File: src/rtl/can_mbx_pkg.sv
package can_mbx_pkg;
  localparam int unsigned ADDR_W = 4;
  localparam int unsigned DLC_W  = 4;
  localparam int unsigned DATA_W = 64;
  localparam int unsigned ID_RTR = 30;

  typedef struct packed {
    logic [31:0]       id;
    logic [DLC_W-1:0]  dlc;
    logic [DATA_W-1:0] data;
  } frame_t;

  typedef enum logic [ADDR_W-1:0] {
    A_TX_ID  = 4'h0, A_TX_DLC = 4'h1, A_TX_DL  = 4'h2, A_TX_DH  = 4'h3,
    A_RX_ID  = 4'h4, A_RX_DLC = 4'h5, A_RX_DL  = 4'h6, A_RX_DH  = 4'h7,
    A_TX_CTL = 4'h8, A_TX_ADV = 4'h9, A_RX_CTL = 4'hA, A_RX_ADV = 4'hB,
    A_ISR    = 4'hC, A_IER    = 4'hD
  } reg_addr_e;

  localparam logic [7:0] ADV_KEY = 8'hFF;
  localparam int unsigned F_TX   = 3;
  localparam int unsigned F_RX   = 4;
  localparam int unsigned F_OVR  = 5;
  localparam logic [7:0] F_MASK  = 8'b0011_1000;
endpackage

File: src/rtl/can_frame_queue.sv
module can_frame_queue
  import can_mbx_pkg::*;
#(
  parameter int unsigned DEPTH = 4,
  parameter int unsigned CNT_W = $clog2(DEPTH + 1)
) (
  input  logic             clk_i,
  input  logic             rst_ni,
  input  logic             flush_i,
  input  logic             push_i,
  input  frame_t           din_i,
  input  logic             pop_i,
  output frame_t           head_o,
  output logic [CNT_W-1:0] cnt_o
);
  localparam int unsigned PTR_W = (DEPTH > 1) ? $clog2(DEPTH) : 1;

  frame_t           mem [DEPTH];
  logic [PTR_W-1:0] wr_q, rd_q;
  logic [CNT_W-1:0] cnt_q;

  function automatic logic [PTR_W-1:0] nxt(input logic [PTR_W-1:0] p);
    return (p == PTR_W'(DEPTH - 1)) ? '0 : p + 1'b1;
  endfunction

  always_ff @(posedge clk_i or negedge rst_ni) begin
    if (!rst_ni) begin
      wr_q  <= '0;
      rd_q  <= '0;
      cnt_q <= '0;
    end else if (flush_i) begin
      wr_q  <= '0;
      rd_q  <= '0;
      cnt_q <= '0;
    end else begin
      if (push_i) wr_q <= nxt(wr_q);
      if (pop_i)  rd_q <= nxt(rd_q);
      cnt_q <= cnt_q + CNT_W'(push_i) - CNT_W'(pop_i);
    end
  end

  always_ff @(posedge clk_i) begin
    if (push_i && !flush_i) mem[wr_q] <= din_i;
  end

  assign head_o = mem[rd_q];
  assign cnt_o  = cnt_q;
endmodule

File: src/rtl/can_mbx_irq.sv
module can_mbx_irq
  import can_mbx_pkg::*;
(
  input  logic       clk_i,
  input  logic       rst_ni,
  input  logic       isr_we_i,
  input  logic       ier_we_i,
  input  logic [7:0] wdata_i,
  input  logic [7:0] evt_i,
  output logic [7:0] isr_o,
  output logic [7:0] ier_o,
  output logic       irq_o
);
  logic [7:0] isr_q, ier_q, isr_d;

  // clearing write first, then events win
  always_comb begin
    isr_d = isr_q;
    if (isr_we_i) isr_d = isr_d & wdata_i;
    isr_d = (isr_d | evt_i) & F_MASK;
  end

  always_ff @(posedge clk_i or negedge rst_ni) begin
    if (!rst_ni) begin
      isr_q <= '0;
      ier_q <= '0;
    end else begin
      isr_q <= isr_d;
      if (ier_we_i) ier_q <= wdata_i & F_MASK;
    end
  end

  assign isr_o = isr_q;
  assign ier_o = ier_q;
  assign irq_o = |(isr_q & ier_q);
endmodule

File: src/rtl/can_mbx_fifo.sv
module can_mbx_fifo
  import can_mbx_pkg::*;
#(
  parameter int unsigned DEPTH = 4
) (
  input  logic              clk_i,
  input  logic              rst_ni,
  input  logic              reg_we_i,
  input  logic [ADDR_W-1:0] reg_addr_i,
  input  logic [31:0]       reg_wdata_i,
  output logic [31:0]       reg_rdata_o,
  output logic              irq_o,
  output logic              tx_valid_o,
  output logic [31:0]       tx_id_o,
  output logic [DLC_W-1:0]  tx_dlc_o,
  output logic [DATA_W-1:0] tx_data_o,
  input  logic              tx_done_i,
  input  logic              rx_push_i,
  input  logic [31:0]       rx_id_i,
  input  logic [DLC_W-1:0]  rx_dlc_i,
  input  logic [DATA_W-1:0] rx_data_i
);
  localparam int unsigned CNT_W = $clog2(DEPTH + 1);

  logic             tx_en_q, rx_en_q;
  frame_t           tx_win_q, tx_din, rx_din, tx_head, rx_head, rx_view;
  logic [CNT_W-1:0] tx_cnt, rx_cnt;
  logic             tx_commit, tx_pop, rx_accept, rx_ovr, rx_rel;
  logic [7:0]       isr, ier, evt;
  logic             rx_empty;

  function automatic logic hit(input reg_addr_e a, input logic [ADDR_W-1:0] ad,
                               input logic we);
    return we && (ad == a);
  endfunction

  always_ff @(posedge clk_i or negedge rst_ni) begin
    if (!rst_ni) begin
      tx_en_q  <= 1'b0;
      rx_en_q  <= 1'b0;
      tx_win_q <= '0;
    end else if (reg_we_i) begin
      case (reg_addr_i)
        A_TX_ID:  tx_win_q.id                <= reg_wdata_i;
        A_TX_DLC: tx_win_q.dlc               <= reg_wdata_i[DLC_W-1:0];
        A_TX_DL:  tx_win_q.data[31:0]        <= reg_wdata_i;
        A_TX_DH:  tx_win_q.data[63:32]       <= reg_wdata_i;
        A_TX_CTL: tx_en_q                    <= reg_wdata_i[0];
        A_RX_CTL: rx_en_q                    <= reg_wdata_i[0];
        default: ;
      endcase
    end
  end

  // remote requests carry no payload
  always_comb begin
    tx_din = tx_win_q;
    if (tx_win_q.id[ID_RTR]) tx_din.data = '0;
    rx_din = '{id: rx_id_i, dlc: rx_dlc_i, data: rx_data_i};
    if (rx_id_i[ID_RTR]) rx_din.data = '0;
  end

  assign tx_commit = hit(A_TX_ADV, reg_addr_i, reg_we_i) && reg_wdata_i[7:0] == ADV_KEY
                     && tx_en_q && tx_cnt != CNT_W'(DEPTH);
  assign tx_pop    = tx_done_i && tx_valid_o;
  assign rx_accept = rx_push_i && rx_en_q && rx_cnt != CNT_W'(DEPTH);
  assign rx_ovr    = rx_push_i && rx_en_q && rx_cnt == CNT_W'(DEPTH);
  assign rx_rel    = hit(A_RX_ADV, reg_addr_i, reg_we_i) && reg_wdata_i[7:0] == ADV_KEY
                     && rx_en_q && rx_cnt != '0;

  can_frame_queue #(.DEPTH(DEPTH), .CNT_W(CNT_W)) u_txq (
    .clk_i, .rst_ni, .flush_i(!tx_en_q), .push_i(tx_commit), .din_i(tx_din),
    .pop_i(tx_pop), .head_o(tx_head), .cnt_o(tx_cnt)
  );

  can_frame_queue #(.DEPTH(DEPTH), .CNT_W(CNT_W)) u_rxq (
    .clk_i, .rst_ni, .flush_i(!rx_en_q), .push_i(rx_accept), .din_i(rx_din),
    .pop_i(rx_rel), .head_o(rx_head), .cnt_o(rx_cnt)
  );

  always_comb begin
    evt        = '0;
    evt[F_TX]  = tx_pop;
    evt[F_RX]  = rx_accept;
    evt[F_OVR] = rx_ovr;
  end

  can_mbx_irq u_irq (
    .clk_i, .rst_ni,
    .isr_we_i(hit(A_ISR, reg_addr_i, reg_we_i)),
    .ier_we_i(hit(A_IER, reg_addr_i, reg_we_i)),
    .wdata_i(reg_wdata_i[7:0]), .evt_i(evt),
    .isr_o(isr), .ier_o(ier), .irq_o(irq_o)
  );

  assign rx_empty   = !rx_en_q || rx_cnt == '0;
  assign rx_view    = rx_empty ? '0 : rx_head;
  assign tx_valid_o = tx_en_q && tx_cnt != '0;
  assign tx_id_o    = tx_head.id;
  assign tx_dlc_o   = tx_head.dlc;
  assign tx_data_o  = tx_head.data;

  always_comb begin
    reg_rdata_o = '0;
    case (reg_addr_i)
      A_TX_ID:  reg_rdata_o = tx_win_q.id;
      A_TX_DLC: reg_rdata_o = 32'(tx_win_q.dlc);
      A_TX_DL:  reg_rdata_o = tx_win_q.data[31:0];
      A_TX_DH:  reg_rdata_o = tx_win_q.data[63:32];
      A_RX_ID:  reg_rdata_o = rx_view.id;
      A_RX_DLC: reg_rdata_o = 32'(rx_view.dlc);
      A_RX_DL:  reg_rdata_o = rx_view.data[31:0];
      A_RX_DH:  reg_rdata_o = rx_view.data[63:32];
      A_TX_CTL: reg_rdata_o = {28'b0, tx_en_q ? 3'(tx_cnt) : 3'b0, tx_en_q};
      A_RX_CTL: reg_rdata_o = {24'b0, rx_empty, 6'b0, rx_en_q};
      A_ISR:    reg_rdata_o = {24'b0, isr};
      A_IER:    reg_rdata_o = {24'b0, ier};
      default:  reg_rdata_o = '0;
    endcase
  end
endmodule

File: config.mk
export PLATFORM = sky130hd
export DESIGN_NAME = can_mbx_fifo
export DESIGN_NICKNAME = d
export VERILOG_FILES = /design/src/rtl/can_mbx_pkg.sv /design/src/rtl/can_frame_queue.sv /design/src/rtl/can_mbx_irq.sv /design/src/rtl/can_mbx_fifo.sv
export SDC_FILE = /design/constraint.sdc
export NUM_CORES = 1
export LEC_CHECK = 0
export CORE_UTILIZATION = 55
export CTS_BUF_LIST = sky130_fd_sc_hd__clkbuf_8
export DETAILED_ROUTE_END_ITERATION = 10
export DONT_BUFFER_PORTS = 1
export MAX_ROUTING_LAYER = met4
export PLACE_DENSITY = 0.72
export SKIP_LAST_GASP = 1
export SYNTH_ARGS = -nofsm -noshare
export SYNTH_HDL_FRONTEND = slang
export SYNTH_SLANG_ARGS = --single-unit
File: constraint.sdc
create_clock -name clk_i -period 10.7 [get_ports clk_i]
set_input_delay 3.21 -clock clk_i [delete_from_list [all_inputs] [get_ports clk_i]]
set_output_delay 3.21 -clock clk_i [all_outputs]
set_load 0.005 [all_outputs]
After elaboration in Yosys (flattened, before gate mapping)
Memories as Yosys holds them, arrays and structs flattened. Cells that the tools add are included.

Bits in registers: 122. Latch bits: 0. Memory bits (writable): 800. Memory bits (read-only): 0. Input port bits: 141. Output and inout port bits: 134. Memories: 2.

$add $sub $neg: 8. $mul: 0. Div/mod/pow operators: 0. $lt $le $gt $ge: 0. Equal/unequal tests: 25. Shift-type cells: 0. Multiplexer cells: 24. Bitwise logic cells: 3. Reduce and logical (&&, ||, !) cells: 30.

Memories: u_rxq.mem (depth 4, bits a word 100, read ports 1, clocked after memory_dff 0, wr ports 1, line can_frame_queue.sv:18) `frame_t mem [DEPTH];`; u_txq.mem (depth 4, bits a word 100, read ports 1, clocked after memory_dff 0, wr ports 1, line can_frame_queue.sv:18).

Operators with widths (count): $pmux W32 S12 (1); $mux W64 (2); $mux W100 (1); $eq A4 B4 Y1 const B (6); $mux W2 (12); $logic_and A1 B1 Y1 (17); $eq A4 B3 Y1 const B (4); $and A6 B6 Y6 (2); $reduce_and A2 Y1 (6); $mux W3 (3); $add A2 B1 Y2 const B (4); $eq A2 B2 Y1 const B (4); $eq A4 B2 Y1 const B (2); $eq A8 B8 Y1 const B (1); $ne A2 B1 Y1 const B (4); $reduce_or A8 Y1 (1); $add A3 B1 Y3 (2); $mux W6 (1); $ne A3 B3 Y1 const B (2); $or A6 B6 Y6 (1); $reduce_bool A3 Y1 (2); $sub A3 B1 Y3 (2); $eq A4 B1 Y1 const B (1); $logic_not A4 Y1 (1); 5 further kinds (8).

Logic depth before layout (Yosys ltp)
Depth after elaboration: 8. Mapped depth: 12. Gate-level depth less buffers: 11.

Hierarchy
A second synthesis with hierarchy kept.

Cell total of the unflattened synthesis: 1716. Area total of the unflattened synthesis: 36236.0 um2.

Modules (own cells, without submodules): can_frame_queue at u_rxq (instances 1, cells an instance 561, area each 14923.1 um2, sequential area each 12186.7 um2); can_frame_queue at u_txq (instances 1, cells an instance 561, area each 14870.5 um2, sequential area each 12186.7 um2); can_mbx_fifo (instances 1, cells an instance 566, area each 6124.6 um2, sequential area each 2552.4 um2); can_mbx_irq (instances 1, cells an instance 28, area each 317.8 um2, sequential area each 150.1 um2).

Worst setup path before layout
No wires, ideal clock.

Path type: input-to-output. Start: input reg_addr_i[0]. End: output reg_rdata_o[13]. Data arrival time: 4.435 ns. Required time: 7.490 ns. Path slack: 3.055 ns. Cell stages on the path: 7. Path buffers: 3. Cells stage by stage: buf_2 > or2_2 > clkbuf_1 > nor3_2 > buf_6 > nand2_1 > o211ai_1.

Longest elaborated chain between the ends: 2. Elaborated cells on any way between the ends: 13.

Ends and longest elaborated chain: from (decl) (line can_mbx_fifo.sv:9) `input logic [ADDR_W-1:0] reg_addr_i,`; $eq A4 B4 Y1 (tied with other cells) (line can_mbx_fifo.sv:105) `case (reg_addr_i)`; $pmux W32 S12 * (line can_mbx_fifo.sv:105); to (decl) (line can_mbx_fifo.sv:11) `output logic [31:0] reg_rdata_o,`.

Mark *: on every way between the ends. The rest lies on a longest branch, timed or not.

Worst setup path in the final report
Start: input reg_addr_i[0]. End: output reg_rdata_o[16].

The elaborated chain is that of the path after synthesis.

==> flow_summary_export.csv <==
group,metric,value,unit
global_route,grt_max_degree,123,
global_route,gr-usage-met2,35.3,%
clocking,cts_buffers,147,
yosys,post_synth_most_frequent_cells,"sky130_fd_sc_hd__edfxtp_1, sky130_fd_sc_hd__mux4_2, sky130_fd_sc_hd__nor2b_1, sky130_fd_sc_hd__dfrtp_1, sky130_fd_sc_hd__mux2_2",
detailed_routing,residual_antenna_violating_net_count_after_detailed_routing,0,
run_status,run_status,"finished clean",
worst_setup_path,path_delay_family,"simple AND/OR/NAND/NOR gates",
detailed_routing,via_count,17300,
power,pwr_density_cell,190,mW/mm2
hold_path,holdCritPathClass,"reg -> reg",
yosys,synth_largest_area_cell,"sky130_fd_sc_hd__edfxtp_1",
clocking,post_cts_buffers,0,
worst_setup_path,cp_slowest_cell,"sky130_fd_sc_hd__or2_2",
power,ir_drop,0.120,mV
yosys,netlist_instances,1756,
layout,area_added_between_synthesis_and_finish,9.94,%
global_route,gr-max-usage-layer,"met2",
timing,timing.final.crit_period,7670,ps
worst_setup_path,ff2ff_setup_slack,7510,ps
die,starting_density_of_the_core,55.9,%
placed_design,dp_hpwl,48500,um
detailed_routing,via_per_inst,6.13,
timing,finalWorstSetupSlack,3030,ps
timing,worst_max_slew_pin_slew,1110,ps
yosys,async_reset_ff_share,13.2,%
global_route,grt_pass1_vias,17800,
yosys,synth_cell_type_count,59,
job,timing.max_cap.violations,0,
yosys,synth.net_count,1911,
die,num_io_pins,275,
yosys,syn-mean-instance-area,20.6,um2
timing,grt_setup_unrepaired,"no",
worst_setup_path,arrival,4460,ps
yosys,synth.ff_latch_count,922,
detailed_routing,drt_first_pass_iters,7,
clocking,clock-sinks,922,
worst_setup_path,worstSetupPathType,"in -> out",
worst_setup_path,setup.worst_path.start_class,"primary input",
timing,fin_setup_tns,0,ps
clocking,count_of_hold_fix_buffers_inserted_at_cts,0,
placed_design,setup_ws_pre_cts,3030,ps
timing,fin_worst_skew,29.5,ps
die,placementRows,93,
worst_setup_path,critical_path_buf_inv_count,1,
timing,setup_viol_count_final,0,
layout,nets_finish,1984,
die,placeable_core_area,0.0647,mm2
clocking,deepest_clock_path_buffer_count,3,
die,die_width,258,um
yosys,synth.top_cells.by_area,"sky130_fd_sc_hd__edfxtp_1, sky130_fd_sc_hd__mux4_2, sky130_fd_sc_hd__dfrtp_1",
worst_setup_path,cp_data_required_time,7490,ps
yosys,synth.yosys.warnings,0,
clocking,htreeDepth,4,
clocking,clock_tree_from_tritoncts,"yes",
global_route,number_of_antenna_violations_at_the_first_check_in_global_routing,16,
detailed_routing,drt-initial-drc-count,1558,
yosys,synth-main-ff-cell,"sky130_fd_sc_hd__edfxtp_1",
global_route,globalRouteMet3Util,7.19,%
layout,nFillCells,4561,
layout,share_of_post_route_cells_with_drive_strength_above_1,27.7,%
global_route,grt_overflow,0,
worst_setup_path,slowest_delay,350,ps
worst_setup_path,regToRegStartpoint,"tx_en_q",
timing,slew_viol_final,0,
worst_setup_path,crit_path_cell_trace,"or2_2 > nor3_4 > buf_4 > nand2_1 > o211ai_1",
yosys,netlist_area,0.0362,mm2
global_route,grt_first_pass_wirelength,117000,um
yosys,number_of_synthesized_flops_with_an_enable_pin,800,
worst_setup_path,crit_path_max_fanout,52,
worst_setup_path,first_element_of_the_critical_path,"reg_addr_i[0]",
detailed_routing,wl_per_cell,27.9,um
placed_design,gp_routability_congestion,0.922,
detailed_routing,post-route-drc-count,0,
placed_design,portBuffers,0,
clocking,clk_transition_reported_paths,60,ps
global_route,grt_use_met1,35.1,%
timing,final_min_period_over_clock_period,71.7,%
die,floorplan.die_area,0.0668,mm2
yosys,synth_sequential_area_ratio,74.9,%
timing,hold_viol,0,
worst_setup_path,worst_setup_path_end_kind,"output pin",
yosys,post-synth-top-area-fraction,66.4,%
power,power.static_leakage,13.1,nW
detailed_routing,wirelength,78800,um
hold_path,timing.hold.worst.start,"tx_win_q[61]",
clocking,cts_repair_resize_count,0,
yosys,most_frequent_cell_after_synthesis,"sky130_fd_sc_hd__edfxtp_1",
global_route,gr-usage-all-layers,24.8,%
timing,max_fclk,130,MHz
clocking,root_buffer,"sky130_fd_sc_hd__clkbuf_8",
die,floorplan.die.height,258,um
timing,relSlewSlack,25.9,%
clocking,clk-insertion-delay-late,790,ps
-- per-layer routing --
metal,part of all wire [%],vias up
li1,-,7321
met1,43,9178
met2,47,704
met3,8.6,109
met4,1.9,0
met5,0,-
-- placed cells by master (no fill, tap or decap), types with 24 or more instances in the layout --
cell	Yosys	final
sky130_fd_sc_hd__a21oi_1	28	28
sky130_fd_sc_hd__a22o_1	24	24
sky130_fd_sc_hd__clkbuf_8	0	157
sky130_fd_sc_hd__clkinv_1	0	38
sky130_fd_sc_hd__dfrtp_1	122	117
sky130_fd_sc_hd__edfxtp_1	800	800
sky130_fd_sc_hd__inv_1	16	65
sky130_fd_sc_hd__mux2_2	108	108
sky130_fd_sc_hd__mux2i_1	36	36
sky130_fd_sc_hd__mux4_2	199	199
sky130_fd_sc_hd__nand2_1	47	45
sky130_fd_sc_hd__nor2b_1	132	132
sky130_fd_sc_hd__o211ai_1	28	28
-- through the flow --
step / utilization, % / hold slack [ps] / power [mW] / cells / instance area, um2
2_1_floorplan: - / 484 / 4.65 / 1756 / 36200
3_3_place_gp: 57.2 / 517 / 4.85 / 2535 / 37000
3_5_place_dp: 57.2 / 521 / 4.87 / 2535 / 37000
4_1_cts: 61.4 / 535 / 7.60 / 2807 / 39700
5_1_grt: 61.4 / 563 / 7.82 / 2821 / 39700
6_report: 61.4 / 536 / 7.54 / 2824 / 39700
-- kinds of logic after synthesis --
| kind of cell | share of synthesized area, % |
|---|---|
| flip-flops | 74.9 |
| AND/OR/NAND/NOR | 3.91 |
| adder cells (fa/ha/maj) | 0.526 |
| AO/OA/AOI/OAI | 2.30 |
| buffers and inverters | 1.41 |
| XOR/XNOR | 0.145 |
| multiplexers | 16.8 |
-- power by group --
group          switching (mW)  total (mW)  internal, mW  leakage (nW)
sequential              0.202        4.39          4.19          8.81
combinational           0.235       0.412         0.177          2.69
clock                    1.35        2.74          1.39          1.58
total                    1.78        7.54          5.76          13.1
-- worst paths after layout --
path | cells past startpoint | end
max | 5 | reg_rdata_o[16]
min | 1 | tx_win_q[61]
max reg2reg | 4 | u_txq.mem[3][93]
min reg2reg | 1 | tx_win_q[61]
max in group asynchronous | 0 | tx_din[98]
min in group asynchronous | 0 | tx_din[67]
-- sequential cells by signal, indices dropped and copies added (netlist names) --
register,flops
u_rxq.wr_q,2
rx_en_q,1
u_irq.isr_o,3
u_txq.mem,400
tx_en_q,1
u_rxq.mem,400
u_txq.cnt_o,3
u_irq.ier_o,3
u_rxq.rd_q,2
u_txq.rd_q,2
u_rxq.cnt_o,3
u_txq.wr_q,2
tx_din,36
tx_win_q,64
-- layout make-up --
cell class / count / area (um2) / area share (%)
Antenna cell: 17 / 42.5 / 0.107
Tap cell: 855 / 1070 / 2.69
Clock inverter: 115 / 561 / 1.41
Sequential cell: 922 / 27100 / 68.2
Timing Repair Buffer: 20 / 150 / 0.378
Inverter: 16 / 60.1 / 0.151
Multi-Input combinational cell: 722 / 8610 / 21.7
Clock buffer: 157 / 2160 / 5.44
No activity file was read; power rests on OpenSTA's default activity.
